<file path="src/rtl/opfwd_pkg.sv">
package opfwd_pkg;

  localparam int KIND_W = 2;

  typedef enum logic [KIND_W-1:0] {
    KIND_ALU   = 2'd0,
    KIND_LOAD  = 2'd1,
    KIND_MULTI = 2'd2,
    KIND_RSVD  = 2'd3
  } op_kind_e;

  // A producer counts only when it is real and writes a register.
  function automatic logic stage_writes(input logic vld, input logic wr);
    return vld & wr;
  endfunction

  // Results of loads and multicycle ops are not ready while still in flight.
  function automatic logic kind_is_late(input logic [KIND_W-1:0] kind);
    return kind != KIND_ALU;
  endfunction

endpackage

</file>
<file path="src/rtl/opfwd_stage.sv">
module opfwd_stage
  import opfwd_pkg::*;
#(
  parameter int AW = 5
) (
  input  logic              vld_i,
  input  logic              wr_i,
  input  logic [KIND_W-1:0] kind_i,
  input  logic [AW-1:0]     dst_i,
  output logic              en_o,
  output logic              late_o,
  output logic [AW-1:0]     dst_o
);

  assign en_o   = stage_writes(vld_i, wr_i);
  assign late_o = en_o & kind_is_late(kind_i);
  assign dst_o  = dst_i;

endmodule

</file>
<file path="src/rtl/opfwd_operand.sv">
module opfwd_operand #(
  parameter int AW   = 5,
  parameter int NSTG = 3,
  localparam int SW  = $clog2(NSTG + 1)
) (
  input  logic [AW-1:0]            src_i,
  input  logic [NSTG-1:0]          en_i,    // index 0 is the youngest stage
  input  logic [NSTG-1:0]          late_i,
  input  logic [NSTG-1:0][AW-1:0]  dst_i,
  output logic [SW-1:0]            sel_o,
  output logic                     zero_o,
  output logic                     hazard_o
);

  logic            nonzero;
  logic [NSTG-1:0] hit;

  assign nonzero = |src_i;
  assign zero_o  = ~nonzero;

  always_comb begin
    for (int j = 0; j < NSTG; j++) begin
      hit[j] = nonzero & en_i[j] & (dst_i[j] == src_i);
    end
  end

  // Walk from oldest to youngest so the youngest hit overwrites.
  always_comb begin
    sel_o    = '0;
    hazard_o = 1'b0;
    for (int j = NSTG - 1; j >= 0; j--) begin
      if (hit[j]) begin
        sel_o    = SW'(j + 1);
        hazard_o = late_i[j];
      end
    end
  end

  always_comb begin
    if (zero_o) begin
      p_zero_src_r6: assert (sel_o == '0 && !hazard_o)
        else $error("register 0 operand bypassed or stalled");
    end
    if (hazard_o) begin
      p_hazard_has_src_r7: assert (sel_o != '0)
        else $error("hazard without a matching producer");
    end
  end

endmodule

</file>
<file path="src/rtl/opfwd_hold.sv">
module opfwd_hold #(
  parameter int NOPS = 2
) (
  input  logic [NOPS-1:0] hazard_i,
  input  logic            mem_vld_i,
  input  logic            mem_busy_i,
  output logic            stall_f_o,
  output logic            stall_d_o,
  output logic            stall_e_o,
  output logic            bubble_o
);

  logic any_hazard;
  logic mem_hold;

  assign any_hazard = |hazard_i;
  assign mem_hold   = mem_vld_i & mem_busy_i;

  assign stall_f_o  = any_hazard | mem_hold;
  assign stall_d_o  = any_hazard | mem_hold;
  assign stall_e_o  = mem_hold;
  // A frozen execute stage cannot take a bubble.
  assign bubble_o   = any_hazard & ~mem_hold;

endmodule

</file>
<file path="src/rtl/opfwd_unit.sv">
module opfwd_unit
  import opfwd_pkg::*;
#(
  parameter int NREGS = 32,
  localparam int AW   = $clog2(NREGS),
  localparam int NSTG = 3,
  localparam int NOPS = 2,
  localparam int SW   = $clog2(NSTG + 1)
) (
  input  logic [AW-1:0]     dec_src_a_i,
  input  logic [AW-1:0]     dec_src_b_i,
  input  logic              ex_vld_i,
  input  logic              ex_wr_i,
  input  logic [AW-1:0]     ex_dst_i,
  input  logic [KIND_W-1:0] ex_kind_i,
  input  logic              mem_vld_i,
  input  logic              mem_wr_i,
  input  logic [AW-1:0]     mem_dst_i,
  input  logic [KIND_W-1:0] mem_kind_i,
  input  logic              mem_busy_i,
  input  logic              wb_vld_i,
  input  logic              wb_wr_i,
  input  logic [AW-1:0]     wb_dst_i,
  output logic [SW-1:0]     opa_sel_o,
  output logic [SW-1:0]     opb_sel_o,
  output logic              opa_zero_o,
  output logic              opb_zero_o,
  output logic              stall_fetch_o,
  output logic              stall_dec_o,
  output logic              stall_exe_o,
  output logic              exe_bubble_o
);

  // Stage order: 0 execute, 1 memory, 2 writeback (youngest first).
  logic [NSTG-1:0]              st_vld, st_wr, st_en, st_late;
  logic [NSTG-1:0][AW-1:0]      st_dst_in, st_dst;
  logic [NSTG-1:0][KIND_W-1:0]  st_kind;

  assign st_vld    = {wb_vld_i, mem_vld_i, ex_vld_i};
  assign st_wr     = {wb_wr_i, mem_wr_i, ex_wr_i};
  assign st_dst_in = {wb_dst_i, mem_dst_i, ex_dst_i};
  assign st_kind   = {KIND_ALU, mem_kind_i, ex_kind_i};

  for (genvar s = 0; s < NSTG; s++) begin : g_stage
    opfwd_stage #(.AW(AW)) u_stage (
      .vld_i  (st_vld[s]),
      .wr_i   (st_wr[s]),
      .kind_i (st_kind[s]),
      .dst_i  (st_dst_in[s]),
      .en_o   (st_en[s]),
      .late_o (st_late[s]),
      .dst_o  (st_dst[s])
    );
  end

  logic [NOPS-1:0][AW-1:0] op_src;
  logic [NOPS-1:0][SW-1:0] op_sel;
  logic [NOPS-1:0]         op_zero;
  logic [NOPS-1:0]         op_hazard;

  assign op_src = {dec_src_b_i, dec_src_a_i};

  for (genvar g = 0; g < NOPS; g++) begin : g_operand
    opfwd_operand #(.AW(AW), .NSTG(NSTG)) u_operand (
      .src_i    (op_src[g]),
      .en_i     (st_en),
      .late_i   (st_late),
      .dst_i    (st_dst),
      .sel_o    (op_sel[g]),
      .zero_o   (op_zero[g]),
      .hazard_o (op_hazard[g])
    );
  end

  assign opa_sel_o  = op_sel[0];
  assign opb_sel_o  = op_sel[1];
  assign opa_zero_o = op_zero[0];
  assign opb_zero_o = op_zero[1];

  opfwd_hold #(.NOPS(NOPS)) u_hold (
    .hazard_i   (op_hazard),
    .mem_vld_i  (mem_vld_i),
    .mem_busy_i (mem_busy_i),
    .stall_f_o  (stall_fetch_o),
    .stall_d_o  (stall_dec_o),
    .stall_e_o  (stall_exe_o),
    .bubble_o   (exe_bubble_o)
  );

  always_comb begin
    if (mem_vld_i && mem_busy_i) begin
      p_busy_freeze_r10: assert (stall_fetch_o && stall_dec_o && stall_exe_o && !exe_bubble_o)
        else $error("busy memory stage did not freeze the front");
    end
    if (!mem_vld_i) begin
      p_idle_busy_r11: assert (!stall_exe_o)
        else $error("execute held without a valid memory stage");
    end
    if (|op_hazard) begin
      p_either_hazard_r12: assert (stall_fetch_o && stall_dec_o)
        else $error("operand hazard did not hold the front");
    end
    if (ex_vld_i && ex_wr_i && dec_src_a_i != '0 && ex_dst_i == dec_src_a_i) begin
      p_exec_first_r3: assert (opa_sel_o == SW'(1))
        else $error("execute match did not win");
    end
  end

endmodule

</file>
<file path="config.mk">
export PLATFORM = sky130hd
export DESIGN_NAME = opfwd_unit
export DESIGN_NICKNAME = d
export VERILOG_FILES = /design/src/rtl/opfwd_pkg.sv /design/src/rtl/opfwd_stage.sv /design/src/rtl/opfwd_operand.sv /design/src/rtl/opfwd_hold.sv /design/src/rtl/opfwd_unit.sv
export SDC_FILE = /design/constraint.sdc
export NUM_CORES = 1
export LEC_CHECK = 0
export BUFFER_PORTS_ARGS = -buffer_cell sky130_fd_sc_hd__buf_2
export CORE_MARGIN = 5
export CORE_UTILIZATION = 39
export DETAILED_ROUTE_END_ITERATION = 6
export MAX_ROUTING_LAYER = met4
export PLACE_DENSITY = 0.81
export SLEW_MARGIN = 20
export SYNTH_ARGS = -nofsm -noshare
export SYNTH_HDL_FRONTEND = slang
export SYNTH_SLANG_ARGS = --single-unit
</file>
<file path="constraint.sdc">
create_clock -name vclk -period 4.2
set_clock_uncertainty 0.1 [all_clocks]
set_input_delay 0.42 -clock vclk [all_inputs]
set_output_delay 0.42 -clock vclk [all_outputs]
set_load 0.03 [all_outputs]
</file>
==> results by group, run 1 <==
Die
  – Top Ports: 46
  – Initial Util: 41.4%
  – Die width: 47.4 µm
  – Total die area: 2250 µm²
  – DIE HEIGHT: 47.4 µm
  – Core area: 1320 µm²
  – Num rows: 13

Final layout
  – Antenna Cells: 0
  – Fin nets: 155
  – Flip-flop and latch count: 0
  – Reg area: 0 µm²
  – Filler cell count: 135
  – Design Area, Final: 787 µm²
  – Multi-input logic area: 515 µm²
  – Share of layout cells above drive strength 1: 47.0%
  – Area grow syn2layout: 44.3%
  – Clock buf count: 0

STA
  – Fmax: 398 MHz
  – Fin crit period: 2510 ps
  – Hold_ws: 1130 ps
  – Slew margin rel.: 66.0%
  – RSZ-0062 raised after global routing: false
  – Hold Fails Final Rpt: 0
  – Final setup fails: 0
  – Setup_tns: 0 ps
  – Fin crit share: 59.8%
  – Fin. max-slew vios: 0
  – Least-Margin Pin Slew: 506 ps

Detailed routing
  – Avg Vias per Cell: 5.16
  – Antenna-violating nets left: 0
  – TritonRoute pass-1 iters: 2
  – Vias: 681
  – Routed wire length: 1.61 mm
  – Wirelength per Cell: 12.2 µm
  – DRC violations left: 0
  – DRT iter0 DRCs: 4

Synthesis
  – Synth cell count leaders: xnor2_1, nand2_1, inv_1
  – Synth top area cells: xnor2_1, xor2_1, or4_1
  – Net count after synthesis: 108
  – Top-count cell post-synth: xnor2_1
  – Post-Synthesis Cell Area: 546 µm²
  – Sequential area share after synthesis: 0%
  – Syn Inst Count: 72
  – Top cell type's share of synthesized area: 35.3%
  – Area leader, netlist: xnor2_1
  – Avg Cell Area, Syn: 7.58 µm²
  – Yosys warns: 0
  – Unique cell type count in the Yosys netlist: 23

Clock tree
  – Resized Gates After CTS: 0
  – Postcts setup bufs: 0
  – CTS Hold Bufs: 0

Critical path
  – CP bufs+invs: 2
  – Kind of critical path: input pin to primary output
  – Critical Path, Cell by Cell: buf_2 > or4_1 > nor2_4 > or4_1 > a22oi_2 > o31ai_2 > buf_2
  – Critical-path top delay cell: or4_1
  – CP endpoint kind: primary output
  – Crit path DAT: 1990 ps
  – CP required: 3680 ps
  – Worst path max stage delay: 570 ps
  – Crit Path Max Fanout: 5
  – Top delay family on crit path: simple AND/OR/NAND/NOR gates
  – CP startpoint kind: input pin

GRT
  – Total grt overflow: 0
  – Gr usage total: 15.6%
  – Largest net degree at the start of global routing: 6
  – Initial antenna violation count: 0
  – Vias in the first global route: 637
  – First-pass GRT wire length: 2.56 mm

Placement
  – GP Congestion: 0.829
  – IO Port Bufs: 46
  – Placed Area: 787 µm²
  – Post-DP HPWL: 1.52 mm

Pwr
  – Peak supply drop: 0.0478 mV
  – Post-layout total power: 73.9 µW
  – Pwr Density: 93.9 nW/µm²
  – Static leakage: 0.343 nW

Hold path
  – HP Class: input pin to primary output

Flow run
  – # Max-Cap Violations: 0

Run status
  – Status: finished, final reports clean
kinds of logic (layout without fill, tap and decap cells):
| kind of cell | count (synthesis) | after routing | synth area share (%) |
|---|---|---|---|
| xor gates and xnor gates | 26 | 26 | 41.7 |
| and+or+nand+nor | 25 | 25 | 32.1 |
| AOI/OAI and AO/OA | 14 | 14 | 20.6 |
| buffers and inverters | 7 | 52 | 5.50 |
power breakdown:
group / switching, mW / internal [mW]
Combinational: 0.0387 / 0.0352
Sequential: 0 / 0
Clock: 0 / 0
stage by stage:
stage / std cells / utilization (%) / setup WS (ps)
5_1_grt: 132 / 59.7 / 1630
2_1_floorplan: 72 / - / 1570
4_1_cts: 132 / 59.7 / 1690
3_3_place_gp: 132 / 59.7 / 1710
3_5_place_dp: 132 / 59.7 / 1680
6_report: 132 / 59.7 / 1690
worst min-delay path: cells and delay by family:
kind,cells,cell delay [ps]
buffers and inverters,2,320
AND/OR/NAND/NOR,1,70
per-layer routing:
metal | global-route usage (%) | part of all wire (%)
met5 | - | 0
met4 | 0 | 0
met3 | 0.766 | 14
met2 | 28.3 | 45
met1 | 20.0 | 41
final timing paths:
kind,from,to,slack (ps),depth (start not counted)
hold / removal,dec_src_a_i[1],opa_zero_o,1130,3
setup / recovery,dec_src_b_i[2],exe_bubble_o,1690,7
cells in the final DEF (no fill, tap or decap):
master    count
nor2_4        2
nor4_1        2
o31ai_2       1
o211ai_1      1
nor2_1        2
and2_1        1
or4_1         4
nand4_1       4
nand2_1       6
a221o_1       2
or4_4         2
buf_2        46
o211ai_2      1
a22oi_2       1
xor2_1        4
a21oi_1       2
o21ai_0       4
inv_1         5
nor3_1        1
o221ai_1      2
inv_2         1
nor4_4        1
xnor2_1      22
final cells by class:
cell class | instances | share of cell area, %
Inverter | 6 | 2.86
Multi-Input combinational cell | 65 | 65.5
Timing Repair Buffer | 46 | 29.3
Tap cell | 15 | 2.38
No activity file was read; power rests on OpenSTA's default activity.
==> inputs of run 2 (changes only) <==
Settings changed: ABC_AREA set to 1, PLACE_DENSITY 0.81 to 0.78.
Clock period 4.2 ns to 2.1 ns, I/O delays scaled along.
==> results by group, run 2 <==
STA
  – Fin crit period: 1700 ps
  – Least-Margin Pin Slew: 294 ps (-212 ps)
  – Final WS setup: 400 ps (-1290 ps)
  – Final setup fails: 0 (unchanged)
  – Hold_ws: 697 ps (-435 ps)
  – Slew margin rel.: 80.2% (+14 points)
  – Fin crit share: 81.0%
  – Fin. max-slew vios: 0 (unchanged)
  – Fmax: 588 MHz
  – Setup_tns: 0 ps (unchanged)
  – RSZ-0062 raised after global routing: false
  – Hold Fails Final Rpt: 0 (unchanged)

Pwr
  – Switching share of total power: 61.0% (+8.6 points)
  – Peak supply drop: 0.0792 mV (+66%)
  – Internal power: 66.8 µW (+90%)
  – Sequential Power Share: 0% (unchanged)
  – Post-layout total power: 171 µW (+130%)
  – Clock power share: 0% (unchanged)
  – Logic pwr share: 100.0% (about the same)
  – Pwr Density: 178 nW/µm² (+89%)
  – Static leakage: 0.639 nW (+86%)
  – Switch Pwr: 105 µW (+170%)

Critical path
  – Critical Path, Cell by Cell: buf_2 > nor2_1 > nand4_1 > nand2_2 > nor2_4 > o31ai_1 > buf_2
  – CP required: 1790 ps (-1890 ps)
  – Top delay family on crit path: simple AND/OR/NAND/NOR gates
  – Worst path max stage delay: 300 ps (-270 ps)
  – CP bufs+invs: 2 (unchanged)
  – Crit-path most repeated cell: buf_2
  – Critical-path top delay cell: o31ai_1
  – CP startpoint kind: input pin
  – Crit path DAT: 1390 ps (-600 ps)
  – CP endpoint kind: primary output
  – Crit Path Max Fanout: 7 (+2)
  – Kind of critical path: input pin to primary output

Run status
  – Status: finished, final reports clean

GRT
  – Gr usage total: 16.8% (+1.1 points)
  – Total grt overflow: 0 (unchanged)
  – First-pass GRT wire length: 3.60 mm (+41%)
  – Initial antenna violation count: 0 (unchanged)
  – Largest net degree at the start of global routing: 8 (+2)
  – Vias in the first global route: 896 (+41%)

Detailed routing
  – DRT iter0 DRCs: 40 (+36)
  – Vias: 1044 (+53%)
  – Antenna-violating nets left: 0 (unchanged)
  – TritonRoute pass-1 iters: 5 (+3)
  – Avg Vias per Cell: 4.66 (-9.7%)
  – DRC violations left: 0 (unchanged)
  – Routed wire length: 2.25 mm (+39%)
  – Wirelength per Cell: 10.0 µm (-18%)

Die
  – Top Ports: 46 (unchanged)
  – Num rows: 15 (+2)
  – Die width: 52.7 µm (+11%)
  – Total die area: 2770 µm² (+23%)
  – DIE HEIGHT: 52.7 µm (+11%)
  – Initial Util: 41.1% (-0.32 points)
  – Core area: 1730 µm² (+31%)

Synthesis
  – Top cell type's share of synthesized area: 33.9% (-1.5 points)
  – Top-count cell post-synth: nand2_1
  – Yosys warns: 0 (unchanged)
  – Net count after synthesis: 190 (+76%)
  – Synth cell count leaders: nand2_1, inv_1, nor2_1
  – Avg Cell Area, Syn: 4.61 µm² (-39%)
  – Unique cell type count in the Yosys netlist: 21 (-8.7%)
  – Post-Synthesis Cell Area: 709 µm² (+30%)
  – Syn Inst Count: 154 (+110%)
  – Sequential area share after synthesis: 0% (unchanged)
  – Synth top area cells: nand2_1, inv_1, nor2_1
  – Area leader, netlist: nand2_1

Final layout
  – Design Area, Final: 963 µm² (+22%)
  – Flip-flop and latch count: 0 (unchanged)
  – Most frequent cells in the layout: nand2_1, buf_2, inv_1, nor2_1, inv_2
  – Multi-input logic area: 593 µm² (+15%)
  – Share of layout cells above drive strength 1: 33.2% (-14 points)
  – Antenna Cells: 0 (unchanged)
  – Clock buf count: 0 (unchanged)
  – Reg area: 0 µm² (unchanged)
  – Filler cell count: 193 (+43%)
  – Most common cell after layout, fill and taps aside: nand2_1
  – Non-Filler Instances: 224 (+70%)
  – Final core occ: 55.8% (-3.9 points)
  – Area grow syn2layout: 35.8%
  – Fin nets: 237 (+53%)

Placement
  – Post-DP HPWL: 2.06 mm (+36%)
  – Placed Cells: 224 (+70%)
  – IO Port Bufs: 46 (unchanged)
  – Placed Area: 963 µm² (+22%)
  – GP Congestion: 0.948 (+14%)
  – Pre-CTS WS: 438 ps (-1240 ps)

Hold path
  – HP Class: input pin to primary output

Flow run
  – # Max-Cap Violations: 0 (unchanged)

Clock tree
  – CTS Hold Bufs: 0 (unchanged)
  – Resized Gates After CTS: 0 (unchanged)
  – Postcts setup bufs: 0 (unchanged)
==> run 2: cell types whose count changed in the layout (fill, tap and decap cells not counted), sizes merged, moves of 3 or more <==
cell / delta
nand3: +7
xnor2: -20
nor2: +23
nand2: +62
inv: +21
or4: -6
o21ai: -3
nor4: -3
==> run 2: metal layers <==
metal  GRT usage, %  part of all wire (%)  vias up  routed length, µm
li1               -                     -      555                  -
met1           22.5                    41      436                928
met2           28.1                    47       51               1060
met3          0.855                    10        2                229
met4           2.55                  0.98        0                 22
met5              -                     0        -                  0
==> run 2: power by group through the flow <==
| stage | combinational (mW) | sequential, mW | clock, mW |
|---|---|---|---|
| 6_report | 0.171 | 0 | 0 |
| 3_5_place_dp | 0.171 | 0 | 0 |
| 5_1_grt | 0.194 | 0 | 0 |
| 3_3_place_gp | 0.169 | 0 | 0 |
| 2_1_floorplan | 0.101 | 0 | 0 |
| 4_1_cts | 0.171 | 0 | 0 |
==> run 2: worst min-delay path, delay by kind of cell <==
kind / cells / cell delay (ps)
buf+inv: 3 / 310
simple gates: 1 / 70
==> run 2: cell type report <==
cell class,instances,area share (%)
Timing Repair Buffer,46,23.9
Tap cell,25,3.25
Inverter,29,11.3
Multi-Input combinational cell,124,61.6
==> run 2: kinds of logic after synthesis <==
logic type             count (synthesis)  synth area share, %
XOR/XNOR                               7                 8.64
AO/OA/AOI/OAI                         12                 10.6
buffers and inverters                 30                 16.4
AND/OR/NAND/NOR                      105                 64.4
==> run 2: final timing paths <==
kind            from           end  slack (ps)  cells past startpoint
max   dec_src_a_i[1]  opa_sel_o[0]         400                      7
min       mem_busy_i   stall_exe_o         700                      4
==> inputs of run 3 (changes only) <==
Clock period 2.1 ns to 1.4 ns, I/O delays scaled along.
==> results by group, run 3 (synthesis gave the netlist of run 2 again) <==
Run status
  – Status: complete, but fails checks
  – Failing checks: negative setup slack

Die
  – Total die area: 2770 µm² (unchanged)
  – Initial Util: 41.1% (unchanged)
  – DIE HEIGHT: 52.7 µm (unchanged)
  – Num rows: 15 (unchanged)
  – Core area: 1730 µm² (unchanged)
  – Top Ports: 46 (unchanged)
  – Die width: 52.7 µm (unchanged)

Critical path
  – Kind of critical path: input pin to primary output
  – CP startpoint kind: input pin
  – Crit Path Max Fanout: 5 (-2)
  – Crit. Startpoint: dec_src_b_i[4]
  – Crit path DAT: 1260 ps (-130 ps)
  – CP required: 1160 ps (-630 ps)
  – CP endpoint kind: primary output

Detailed routing
  – TritonRoute pass-1 iters: 4 (-1)
  – Vias: 1281 (+23%)
  – Antenna-violating nets left: 0 (unchanged)
  – Routed wire length: 3.86 mm (+72%)
  – DRT iter0 DRCs: 92 (+130%)
  – Wirelength per Cell: 16.4 µm (+64%)
  – Avg Vias per Cell: 5.45 (+17%)
  – DRC violations left: 0 (unchanged)

Final layout
  – Filler cell count: 100 (-48%)
  – Multi-input logic area: 774 µm² (+31%)
  – Fin nets: 248 (+4.6%)
  – Antenna Cells: 0 (unchanged)
  – Share of layout cells above drive strength 1: 59.5% (+26 points)
  – Most common cell after layout, fill and taps aside: nand2_1
  – Final core occ: 81.7% (+26 points)
  – Most frequent cells in the layout: nand2_1, nand2_2, buf_2
  – Design Area, Final: 1410 µm² (+46%)
  – Flip-flop and latch count: 0 (unchanged)
  – Area grow syn2layout: 98.8%
  – Reg area: 0 µm² (unchanged)
  – Clock buf count: 0 (unchanged)

GRT
  – Vias in the first global route: 1009 (+13%)
  – First-pass GRT wire length: 3.98 mm (+11%)
  – Largest net degree at the start of global routing: 8 (unchanged)
  – Total grt overflow: 0 (unchanged)
  – Gr usage total: 18.9% (+2.2 points)
  – Initial antenna violation count: 0 (unchanged)

STA
  – Final WS setup: -101 ps (-501 ps)
  – Slew margin rel.: 74.1% (-6.1 points)
  – Fin. max-slew vios: 0 (unchanged)
  – Final setup fails: 6 (+6)
  – RSZ-0062 raised after global routing: true
  – Fmax: 666 MHz
  – Fin crit share: 107%
  – Least-Margin Pin Slew: 387 ps (+92.8 ps)
  – Fin crit period: 1500 ps
  – Hold Fails Final Rpt: 0 (unchanged)

Hold path
  – Hold-critical path endpoint: exe_bubble_o
  – HP Class: input pin to primary output
  – Hold path start: mem_busy_i
  – Hold depth: 5 (+1)

Pwr
  – Pwr Density: 296 nW/µm² (+66%)
  – Peak supply drop: 0.209 mV (+160%)
  – Switch Pwr: 235 µW (+120%)
  – Static leakage: 0.777 nW (+22%)
  – Logic pwr share: 100.0% (about the same)
  – Clock power share: 0% (unchanged)
  – Internal power: 182 µW (+170%)
  – Sequential Power Share: 0% (unchanged)
  – Switching share of total power: 56.3% (-4.7 points)

Placement
  – Placed Area: 1030 µm² (+7.3%)
  – IO Port Bufs: 46 (unchanged)
  – GP Congestion: 0.944 (-0.52%)
  – Post-DP HPWL: 2.25 mm (+9.1%)

Flow run
  – # Max-Cap Violations: 0 (unchanged)
run 3: layout make-up:
class / count / area share (%)
inverters: 29 / 9.32
multi-input cells: 124 / 54.9
well taps: 25 / 2.22
repair buffers: 57 / 33.5
run 3: timing repair:
action / 4_1_cts / 5_1_grt
pin swaps: 8 / 36
hold endpoints to repair: 0 / 0
hold buffers: 0 / 0
setup endpoints to repair: 5 / 7
gates cloned: 0 / 0
gates resized for setup: 21 / 95
setup buffers: 0 / 4
run 3: through the flow:
step / hold WS [ps] / instances / setup TNS (ps) / setup slack (ps) / total power [mW]
CTS: 570 / 231 / 0 / 2.76 / 0.292
global placement: 562 / 231 / -72.4 / -58.5 / 0.266
floorplan: 328 / 154 / -510 / -238 / 0.155
detailed placement: 567 / 231 / -194 / -87.2 / 0.272
global route: 622 / 235 / -611 / -154 / 0.438
finish: 601 / 235 / -419 / -101 / 0.417
run 3: worst max-delay path, stage by stage:
cell and delay [ps]:
buf_6 110, buf_4 130, xor2_1 160, nor2_1 150, nand2_1 120, o31ai_2 240, buf_4 200
run 3: worst max path at each step:
stage / slack, ps / end / cells after the start
after CTS: 3 / exe_bubble_o / 12
after detailed placement: -90 / exe_bubble_o / 12
after global routing: -150 / opb_sel_o[0] / 7
after global placement: -60 / exe_bubble_o / 12
final: -100 / opb_sel_o[0] / 7
after floorplan: -240 / stall_fetch_o / 9
run 3: power by group through the flow:
stage	combinational (mW)	clock, mW	sequential [mW]
finish	0.417	0	0
global route	0.438	0	0
CTS	0.292	0	0
detailed placement	0.272	0	0
global placement	0.266	0	0
floorplan	0.155	0	0
run 3: metal layers:
| metal | share of wire [%] | up-vias | track usage (%) |
|---|---|---|---|
| met4 | 5.7 | 0 | 5.11 |
| met5 | 0 | - | - |
| met3 | 11 | 24 | 1.42 |
| met1 | 33 | 579 | 21.7 |
| li1 | - | 583 | - |
| met2 | 51 | 95 | 34.9 |
